`src/rtl/tag_ring_pkg.sv`:
```
package tag_ring_pkg;

    typedef struct packed {
        logic [1:0]  cls;
        logic [1:0]  typ;
        logic [2:0]  op;
        logic        first;
        logic        frc;
        logic        done;
        logic [2:0]  spare;
        logic [11:0] id;
        logic [10:0] buf_adr;
        logic [6:0]  hops;
        logic [6:0]  origin;
        logic [6:0]  info;
        logic [6:0]  chk;
    } tag_t;

    localparam logic [1:0] CLS_FILL  = 2'b00;
    localparam logic [1:0] CLS_FREE  = 2'b01;
    localparam logic [1:0] CLS_SCHED = 2'b10;
    localparam logic [1:0] CLS_SLAVE = 2'b11;

    localparam logic [1:0] TYP_CMD   = 2'b00;
    localparam logic [1:0] TYP_BCAST = 2'b01;
    localparam logic [1:0] TYP_ADDR  = 2'b10;
    localparam logic [1:0] TYP_UP    = 2'b11;

    localparam logic [2:0] OP_MODE   = 3'b000;
    localparam logic [2:0] OP_DIAG   = 3'b000;
    localparam logic [2:0] OP_FLUSH  = 3'b001;
    localparam logic [2:0] OP_THROT  = 3'b001;
    localparam logic [2:0] OP_ERROR  = 3'b100;

    function automatic tag_t make_report(input logic [2:0] op,
                                         input logic [11:0] nid,
                                         input logic [6:0] info);
        tag_t t;
        t        = '0;
        t.cls    = CLS_SCHED;
        t.typ    = TYP_UP;
        t.op     = op;
        t.id     = nid;
        t.origin = nid[6:0];
        t.info   = info;
        return t;
    endfunction

endpackage

```
`src/rtl/tag_queue.sv`:
```
module tag_queue #(
    parameter int DEPTH = 4,
    parameter int W     = 64
) (
    input  logic         clk,
    input  logic         rst_n,
    input  logic         push,
    input  logic [W-1:0] din,
    input  logic         pop,
    output logic [W-1:0] dout,
    output logic         empty,
    output logic         full
);
    localparam int AW = (DEPTH > 1) ? $clog2(DEPTH) : 1;

    typedef struct packed {
        logic [AW-1:0] wp;
        logic [AW-1:0] rp;
        logic [AW:0]   cnt;
    } qstate_t;

    qstate_t q_q, q_d;
    logic [W-1:0] mem_q [DEPTH];

    assign empty = (q_q.cnt == '0);
    assign full  = (q_q.cnt == (AW+1)'(DEPTH));
    assign dout  = mem_q[q_q.rp];

    function automatic logic [AW-1:0] nxt(input logic [AW-1:0] p);
        return (p == AW'(DEPTH-1)) ? '0 : p + AW'(1);
    endfunction

    always_comb begin
        q_d = q_q;
        if (push && !full) q_d.wp = nxt(q_q.wp);
        if (pop && !empty) q_d.rp = nxt(q_q.rp);
        q_d.cnt = q_q.cnt + (AW+1)'(push && !full) - (AW+1)'(pop && !empty);
    end

    always_ff @(posedge clk) begin
        if (!rst_n) q_q <= '0;
        else        q_q <= q_d;
    end

    always_ff @(posedge clk) begin
        if (push && !full) mem_q[q_q.wp] <= din;
    end

endmodule

```
`src/rtl/tag_forward.sv`:
```
module tag_forward
    import tag_ring_pkg::*;
(
    input  logic        vld,
    input  tag_t        tin,
    input  logic        room,
    input  logic [11:0] node_id,
    input  logic [6:0]  ring_size,
    input  logic        err_pend,
    input  logic [6:0]  err_code,
    input  logic        thr_pend,
    output logic        for_me,
    output tag_t        tout,
    output logic        inj_err,
    output logic        inj_thr
);
    logic is_cmd;
    logic [6:0] hops_inc;

    always_comb begin
        is_cmd   = (tin.cls == CLS_SLAVE) && (tin.typ == TYP_CMD);
        for_me   = (tin.cls == CLS_SLAVE) &&
                   ((tin.typ == TYP_CMD) || (tin.typ == TYP_BCAST) ||
                    ((tin.typ == TYP_ADDR) && (tin.id == node_id)));
        hops_inc = tin.hops + 7'd1;
        inj_err  = vld && (tin.cls == CLS_FREE) && err_pend;
        inj_thr  = vld && (tin.cls == CLS_FREE) && !err_pend && thr_pend;
        tout     = tin;
        if (inj_err) begin
            tout = make_report(OP_ERROR, node_id, err_code);
        end else if (inj_thr) begin
            tout = make_report(OP_THROT, node_id, 7'd0);
        end else if (is_cmd && room) begin
            tout.hops = hops_inc;
            tout.done = tin.done | (hops_inc == ring_size);
        end
    end

endmodule

```
`src/rtl/tag_ring_slave.sv`:
```
module tag_ring_slave
    import tag_ring_pkg::*;
#(
    parameter int QDEPTH = 4
) (
    input  logic        clk,
    input  logic        rst_n,
    input  logic [11:0] node_id,
    input  logic [6:0]  ring_size,
    input  logic        tag_in_valid,
    input  logic [63:0] tag_in,
    output logic        tag_out_valid,
    output logic [63:0] tag_out,
    input  logic        err_raise,
    input  logic [6:0]  err_code,
    input  logic        throttle_raise,
    input  logic        dma_ready,
    output logic        dma_load,
    output logic [10:0] dma_buf_addr,
    output logic [11:0] dma_cpu_id,
    output logic        flush_pulse,
    output logic        diag_pulse,
    output logic [5:0]  op_mode
);
    typedef struct packed {
        tag_t        tag;
        logic        tag_vld;
        logic        err_pend;
        logic [6:0]  err_code;
        logic        thr_pend;
        logic        load;
        logic [10:0] buf_adr;
        logic [11:0] cpu;
        logic        flush;
        logic        diag;
        logic [5:0]  mode;
    } st_t;

    st_t  st_q, st_d;
    tag_t tin, fwd, head;
    logic for_me, inj_err, inj_thr;
    logic q_push, q_pop, q_empty, q_full;
    logic [63:0] q_dout;

    assign tin  = tag_t'(tag_in);
    assign head = tag_t'(q_dout);

    tag_forward u_fwd (
        .vld       (tag_in_valid),
        .tin       (tin),
        .room      (!q_full),
        .node_id   (node_id),
        .ring_size (ring_size),
        .err_pend  (st_q.err_pend),
        .err_code  (st_q.err_code),
        .thr_pend  (st_q.thr_pend),
        .for_me    (for_me),
        .tout      (fwd),
        .inj_err   (inj_err),
        .inj_thr   (inj_thr)
    );

    assign q_push = tag_in_valid && for_me && !q_full;

    tag_queue #(.DEPTH(QDEPTH), .W(64)) u_q (
        .clk   (clk),
        .rst_n (rst_n),
        .push  (q_push),
        .din   (tag_in),
        .pop   (q_pop),
        .dout  (q_dout),
        .empty (q_empty),
        .full  (q_full)
    );

    always_comb begin
        st_d         = st_q;
        st_d.tag_vld = 1'b0;
        st_d.load    = 1'b0;
        st_d.flush   = 1'b0;
        st_d.diag    = 1'b0;
        q_pop        = 1'b0;

        if (tag_in_valid) begin
            st_d.tag     = fwd;
            st_d.tag_vld = 1'b1;
        end
        if (inj_err) st_d.err_pend = 1'b0;
        if (inj_thr) st_d.thr_pend = 1'b0;
        if (err_raise) begin
            st_d.err_pend = 1'b1;
            st_d.err_code = err_code;
        end
        if (throttle_raise) st_d.thr_pend = 1'b1;

        if (!q_empty) begin
            if (head.typ == TYP_CMD) begin
                if (dma_ready) begin
                    q_pop        = 1'b1;
                    st_d.load    = 1'b1;
                    st_d.buf_adr = head.buf_adr;
                    st_d.cpu     = head.id;
                end
            end else begin
                q_pop = 1'b1;
                if (head.op == OP_FLUSH) st_d.flush = 1'b1;
                if (head.typ == TYP_ADDR && head.op == OP_MODE) st_d.mode = head.info[5:0];
                if (head.typ == TYP_BCAST && head.op == OP_DIAG) st_d.diag = 1'b1;
            end
        end
    end

    always_ff @(posedge clk) begin
        if (!rst_n) st_q <= '0;
        else        st_q <= st_d;
    end

    assign tag_out_valid = st_q.tag_vld;
    assign tag_out       = st_q.tag;
    assign dma_load      = st_q.load;
    assign dma_buf_addr  = st_q.buf_adr;
    assign dma_cpu_id    = st_q.cpu;
    assign flush_pulse   = st_q.flush;
    assign diag_pulse    = st_q.diag;
    assign op_mode       = st_q.mode;

endmodule

```
`config.mk`:
```
export PLATFORM = sky130hd
export DESIGN_NAME = tag_ring_slave
export DESIGN_NICKNAME = d
export VERILOG_FILES = /design/src/rtl/tag_ring_pkg.sv /design/src/rtl/tag_queue.sv /design/src/rtl/tag_forward.sv /design/src/rtl/tag_ring_slave.sv
export SDC_FILE = /design/constraint.sdc
export NUM_CORES = 1
export LEC_CHECK = 0
export CELL_PAD_IN_SITES_DETAIL_PLACEMENT = 1
export CELL_PAD_IN_SITES_GLOBAL_PLACEMENT = 1
export CORE_ASPECT_RATIO = 1.5
export CORE_UTILIZATION = 31
export DETAILED_ROUTE_END_ITERATION = 8
export PLACE_DENSITY_LB_ADDON = 0.12
export REMOVE_ABC_BUFFERS = 1
export SYNTH_ARGS = -nofsm -noshare
export SYNTH_HDL_FRONTEND = slang
export SYNTH_SLANG_ARGS = --single-unit
```
`constraint.sdc`:
```
create_clock -name clk -period 4.25 [get_ports clk]
set_input_delay 1.275 -clock clk [delete_from_list [all_inputs] [get_ports clk]]
set_output_delay 1.275 -clock clk [all_outputs]
set_load 0.01 [all_outputs]
```
# Word-level counts from Yosys, hierarchy flattened
# Memories as Yosys holds them, arrays and structs flattened. A register that Yosys moved wholly into a read port is not among the register bits.
# Index checks and enable logic that the tools add are counted.
[classes] reduce_logical=29 bitwise=4 eq_ne=12 addsub=5 muxes=25
[op_table] operator="$mux 64" n=1
[op_table] operator="$mux 26" n=1
[op_table] operator="$mux 24" n=1
[op_table] operator="$mux 21" n=1
[op_table] operator="$logic_and 1x1->1" n=14
[op_table] operator="$mux 7" n=2
[op_table] operator="$mux 1" n=13
[op_table] operator="$eq 12x12->1" n=1
[op_table] operator="$eq 2x2->1 const B" n=5
[op_table] operator="$mux 9" n=1
[op_table] operator="$mux 2" n=4
[op_table] operator="$mux 8" n=1
[op_table] operator="$add 7x1->7 const B" n=1
[op_table] operator="$eq 7x7->1" n=1
[op_table] operator="$eq 2x1->1 const B" n=3
[op_table] operator="$logic_not 3->1" n=2
[op_table] operator="$reduce_and 3->1" n=2
[op_table] operator="$reduce_or 3->1" n=2
[op_table] operator="$add 2x1->2 const B" n=2
[op_table] operator="$logic_not 2->1" n=2
[op_table] operator="$reduce_bool 2->1" n=2
[op_table] operator="$add 3x1->3" n=1
[op_table] operator="$eq 3x1->1 const B" n=1
[op_table] operator="$eq 3x3->1 const B" n=1
[op_table] operator="5 further kinds" n=10
[word_totals] n_memories=1 in_bits=96 regBits=113 mem_bits_rw=256 out_inout_bits=97 elab_cells=102
[mem_list] name="u_q.mem_q" depth=4 word_bits=64 read_ports=1 rd_clocked_by_memory_dff=1 write_ports=1 line_no="tag_queue.sv:23" rtl="logic [W-1:0] mem_q [DEPTH];"

# Longest topological paths before layout
[depth] word_depth=9 depth_mapped=12 mapped_depth_nobuf=11

# Cells and area by module
# A second synthesis with hierarchy kept.
[unflattened] cells_unflattened=1034 area_unflattened_um2=15563.7
[by_module_without_submodules] module="tag_queue" cells_each=387 area_per_inst_um2=9795.6 seq_area_each_um2=7867.5 n_inst=1
[by_module_without_submodules] module="tag_ring_slave" cells_each=474 area_per_inst_um2=4749.6 seq_area_each_um2=2122.0 n_inst=1
[by_module_without_submodules] module="tag_forward" cells_each=173 area_per_inst_um2=1018.5 seq_area_each_um2=0.0 n_inst=1

# Least setup slack after synthesis
# No wires, ideal clock.
[synth_timing] path_type="in2reg" from="in tag_in_valid" to="mem u_q.mem_q[3][10] (enable)" setup_ns=0.394 t_required_ns=3.856 path_buffers=2 t_arrival_ns=3.045 path_stages=5 slack_ns=0.811 path_cell_list="buf_2 > clkbuf_1 > nand4_1 > nor2_1 > and2_1"
[synth_via] elab_chain_len=5
[synth_rtl] item="start, declared" line_no="tag_ring_slave.sv:10" rtl="input logic tag_in_valid,"
[synth_rtl] item="$logic_and 1x1->1 (2 in series)" line_no="tag_ring_slave.sv:63" rtl="assign q_push = tag_in_valid && for_me && !q_full;"
[synth_rtl] item="$logic_and 1x1->1" line_no="tag_queue.sv:46" rtl="if (push && !full) mem_q[q_q.wp] <= din;"
[synth_rtl] item="$mux 1" line_no="tag_queue.sv:46"
[synth_rtl] item="$mux 1 (not written as such)" line_no="tag_queue.sv:46"
[synth_rtl] item="end, declared" line_no="tag_queue.sv:23"
# Every way passes these cells.

# Final worst setup path
[layout_timing] from="in tag_in[43]" to="reg u_q.q_q[2] in the netlist's numbering"
[layout_via] elab_chain_len=9
[layout_rtl] item="start, declared" line_no="tag_ring_slave.sv:11" rtl="input logic [63:0] tag_in,"
[layout_rtl] item="$eq 12x12->1" line_no="tag_forward.sv:24" rtl="((tin.typ == TYP_ADDR) && (tin.id == node_id)));"
[layout_rtl] item="$logic_and 1x1->1" line_no="tag_forward.sv:24"
[layout_rtl] item="$logic_or 1x1->1" line_no="tag_forward.sv:23" rtl="((tin.typ == TYP_CMD) || (tin.typ == TYP_BCAST) ||"
[layout_rtl] item="$logic_and 1x1->1" line_no="tag_forward.sv:22" rtl="for_me = (tin.cls == CLS_SLAVE) &&"
[layout_rtl] item="$logic_and 1x1->1 (2 in series)" line_no="tag_ring_slave.sv:63"
[layout_rtl] item="$logic_and 1x1->1" line_no="tag_queue.sv:37" rtl="q_d.cnt = q_q.cnt + (AW+1)'(push && !full) - (AW+1)'(pop && !empty);"
[layout_rtl] item="$add 3x1->3" line_no="tag_queue.sv:37"
[layout_rtl] item="$sub 3x1->3" line_no="tag_queue.sv:37"
[layout_rtl] item="end signal, assigned" line_no="tag_queue.sv:42" rtl="else q_q <= q_d;"
[layout_rtl] item="end, declared" line_no="tag_queue.sv:22" rtl="qstate_t q_q, q_d;"
# Every way passes these cells.
# A chain may end at the register's enable or synchronous reset.

==> flow_summary.json <==
{
  "place.gp.congestion": 0.709,
  "clk_pin_slew_worst_paths_ns": 0.06,
  "ys_ff_latch": 251,
  "root_buffer": "clkbuf_16",
  "crit_chain": "clkdlybuf4s50_1 > xor2_1 > nor4_1 > buf_4 > a41oi_1 > nor2_1 > ha_1 > inv_1 > fa_1 > xnor2_1 > xnor2_1 > and2_1",
  "antenna_found_initial": 1,
  "core_area_um2": 34400,
  "r2r-end": "u_q.q_q[2]$_SDFF_PN0_",
  "wirelength_um": 26900,
  "synth-simple-area-share_pct": 10.0,
  "routed_via_density": 4.56,
  "status": "complete, no violations",
  "hold_depth": 2,
  "holdCritPathClass": "reg -> reg",
  "grt_first_pass_wirelength_um": 41500,
  "pwr_density_cell_nw_per_um2": 450,
  "multi_input_comb_area_um2": 3470,
  "rsz0062_at_grt": "false",
  "crit_top_cell": "xnor2_1",
  "vdd_drop_max_v": 0.000272,
  "setup_violations": 0,
  "r2r_cells": 12,
  "start_util_pct": 31.5,
  "synth_top_area_share_pct": 37.7,
  "num-nets-final": 1061,
  "start_kind": "input port",
  "regArea_um2": 6390,
  "slowest_delay_ns": 0.54,
  "wl_per_cell_um": 18.7,
  "insertion_delay_ns": 0.54,
  "yosysTopAreaCell": "edfxtp_1",
  "grt_max_degree": 86,
  "ff2ff_setup_slack_ns": 1.31,
  "holdBufCountCts": 0,
  "crit_type": "in -> reg",
  "cp.required_ns": 4.69,
  "critPathArrivalTime_ns": 4.04,
  "fin_tns_setup_ns": 0,
  "seq_area_frac_synth_pct": 58.9,
  "synth_fa_ha_area_share_pct": 1.11,
  "min_from": "dma_buf_addr[5]$_SDFFE_PN0P_",
  "synthToLayoutAreaGrowth_pct": 24.4,
  "tightest_slew_ns": 1.02,
  "crit_path_end_kind": "register",
  "fmax_mhz": 278,
  "drtIter0Drc": 195,
  "numClockSinks": 251,
  "postCtsSetupBuffers": 0,
  "htree_levels": 1,
  "path_buf_inv": 3,
  "die_w_um": 155,
  "async_reset_ff_share_pct": 0,
  "ant_nets": 0,
  "synth_top_family_by_area": "simple AND/OR/NAND/NOR gates",
  "grt_pass1_vias": 7035,
  "cap_violations": 0,
  "tritoncts": "built",
  "power.leakage_uw": 0.00468,
  "drt_drc_violations_left": 0,
  "path_delay_family": "simple AND/OR/NAND/NOR gates",
  "antenna_cells": 0,
  "synthFlopType": "edfxtp_1",
  "drtPass1Iterations": 4,
  "finalClockSkew_ns": 0.0208,
  "rows": 83,
  "layout-drive-gt1-share_pct": 13.4,
  "syn_inst": 853,
  "synthMuxAreaShare_pct": 9.87,
  "worstPathMaxFanout": 6,
  "relSlewSlack_pct": 31.7,
  "syn_area_per_cell_um2": 12.7,
  "period_share_pct": 84.7,
  "port_buffers": 192,
  "ys_warn_count": 0,
  "p_total_uw": 6070,
  "nFillCells": 3636,
  "cts_resized": 0,
  "crit_slowest_cell": "clkdlybuf4s50_1",
  "hold_viol": 0,
  "synth.distinct_cells": 51,
  "synth-xor-area-share_pct": 2.50,
  "clockBufferDepth": 3,
  "vias": 6578,
  "crit_start": "tag_in[43]",
  "dpl.hpwl_um": 18300,
  "slew_violations": 0,
  "synth.area.top_cells": "edfxtp_1 (38%), dfxtp_1 (21%), mux4_2 (6.9%)",
  "overflow": 0,
  "ios": 193,
  "min_period_ns": 3.60,
  "cts_made_buffers": 26,
  "synthesis.area_um2": 10800,
  "synth_compound_gate_area_share_pct": 8.40,
  "groute.usage.overall_pct": 15.2,
  "die_h_um": 231,
  "die_area_um2": 35700,
  "synth_enable_flop_cells": 136,
  "worstHoldEndpoint": "dma_buf_addr[5]$_SDFFE_PN0P_"
}
Yosys cell counts (5+ instances only):
library cell and instances:
a21boi_0 28, a21boi_2 19, a21oi_1 19, a22oi_1 5, and2_1 18, buf_2 7, buf_4 94, clkbuf_1 35
dfxtp_1 115, edfxtp_1 136, ha_1 8, inv_1 18, mux2_2 5, mux2i_1 27, mux4_2 33, nand2_1 71
nand2b_1 24, nand3_1 36, nand4_1 6, nor2_1 14, nor2b_1 19, o211a_1 7, o21ai_0 29, o22ai_1 8
xnor2_1 9, xor2_1 22
layout make-up:
class,count,share of cell area [%]
multi-input combinational,442,25.7
clock buffer,37,5.28
clock inverter,11,0.668
tap,467,4.33
inverter,18,0.501
sequential,251,47.3
timing repair buffer,217,16.2
logic make-up after synthesis:
logic type,count (synthesis)
compound gates,126
xor+xnor,31
fa+ha+maj,9
buf+inv,160
flops,251
mux,65
simple gates,211
tightest hold or removal path, cell delays in order, from the launching register on:
cell and delay, ns:
dfxtp_1 0.31, nand2_1 0.07, a21boi_2 0.05
routing by layer:
metal / part of all wire, % / vias up / track usage, %
li1: - / 3152 / -
met1: 41 / 3256 / 17.5
met2: 54 / 139 / 28.7
met3: 3.9 / 29 / 2.45
met4: 1.8 / 2 / 4.39
met5: 0.048 / - / 0
power breakdown:
group          switching, µW  internal (µW)  leakage [µW]
clock                    945           1230      0.000382
combinational            527            600       0.00213
sequential              95.4           2680       0.00217
per-stage QoR:
stage,utilization [%],worst slack [ns],cell area (µm²),instances,hold slack (ns)
after floorplan,-,0.169,9920,711,0.468
after global placement,36.9,0.0339,12700,1395,0.456
after detailed placement,36.9,0.00593,12700,1395,0.459
after CTS,39.3,0.577,13500,1443,0.468
after global routing,39.3,0.480,13500,1443,0.480
final,39.3,0.651,13500,1443,0.463
registers in the layout, summed over array words and instances, names as in the netlist, named ones only:
name / count
tag_out_valid: 1
u_q.q_q: 7
flush_pulse: 1
diag_pulse: 1
dma_buf_addr: 11
u_q.mem_q: 136
dma_cpu_id: 12
dma_load: 1
tag_out: 64
op_mode: 6
st_q: 9
worst max-delay path by stage:
stage	endpoint	slack, ns	depth (start not counted)
global route	u_q.q_q[2]$_SDFF_PN0_	0.48	12
CTS	u_q.q_q[2]$_SDFF_PN0_	0.58	12
floorplan	u_q.q_q[2]$_SDFF_PN0_	0.17	11
detailed placement	u_q.q_q[2]$_SDFF_PN0_	0.006	12
global placement	u_q.q_q[2]$_SDFF_PN0_	0.03	12
finish	u_q.q_q[2]$_SDFF_PN0_	0.65	12
placed cells by master (no fill, tap or decap), types with 4 or more instances in the layout:
cell type / count
clkdlybuf4s50_1: 190
edfxtp_1: 136
dfxtp_1: 113
nand2_1: 71
nand3_1: 36
mux4_2: 33
o21ai_0: 29
a21boi_0: 28
mux2i_1: 27
clkbuf_16: 26
nand2b_1: 24
xor2_1: 22
buf_4: 21
a21boi_2: 19
nor2b_1: 19
a21oi_1: 19
inv_1: 18
nor2_1: 14
and2_1: 14
xnor2_1: 9
clkbuf_1: 9
o22ai_1: 8
ha_1: 8
o211a_1: 7
nand4_1: 6
buf_12: 6
mux2_2: 5
a22oi_1: 5
clkinv_1: 5
and2_2: 4
(Power assumes the default switching activity.)
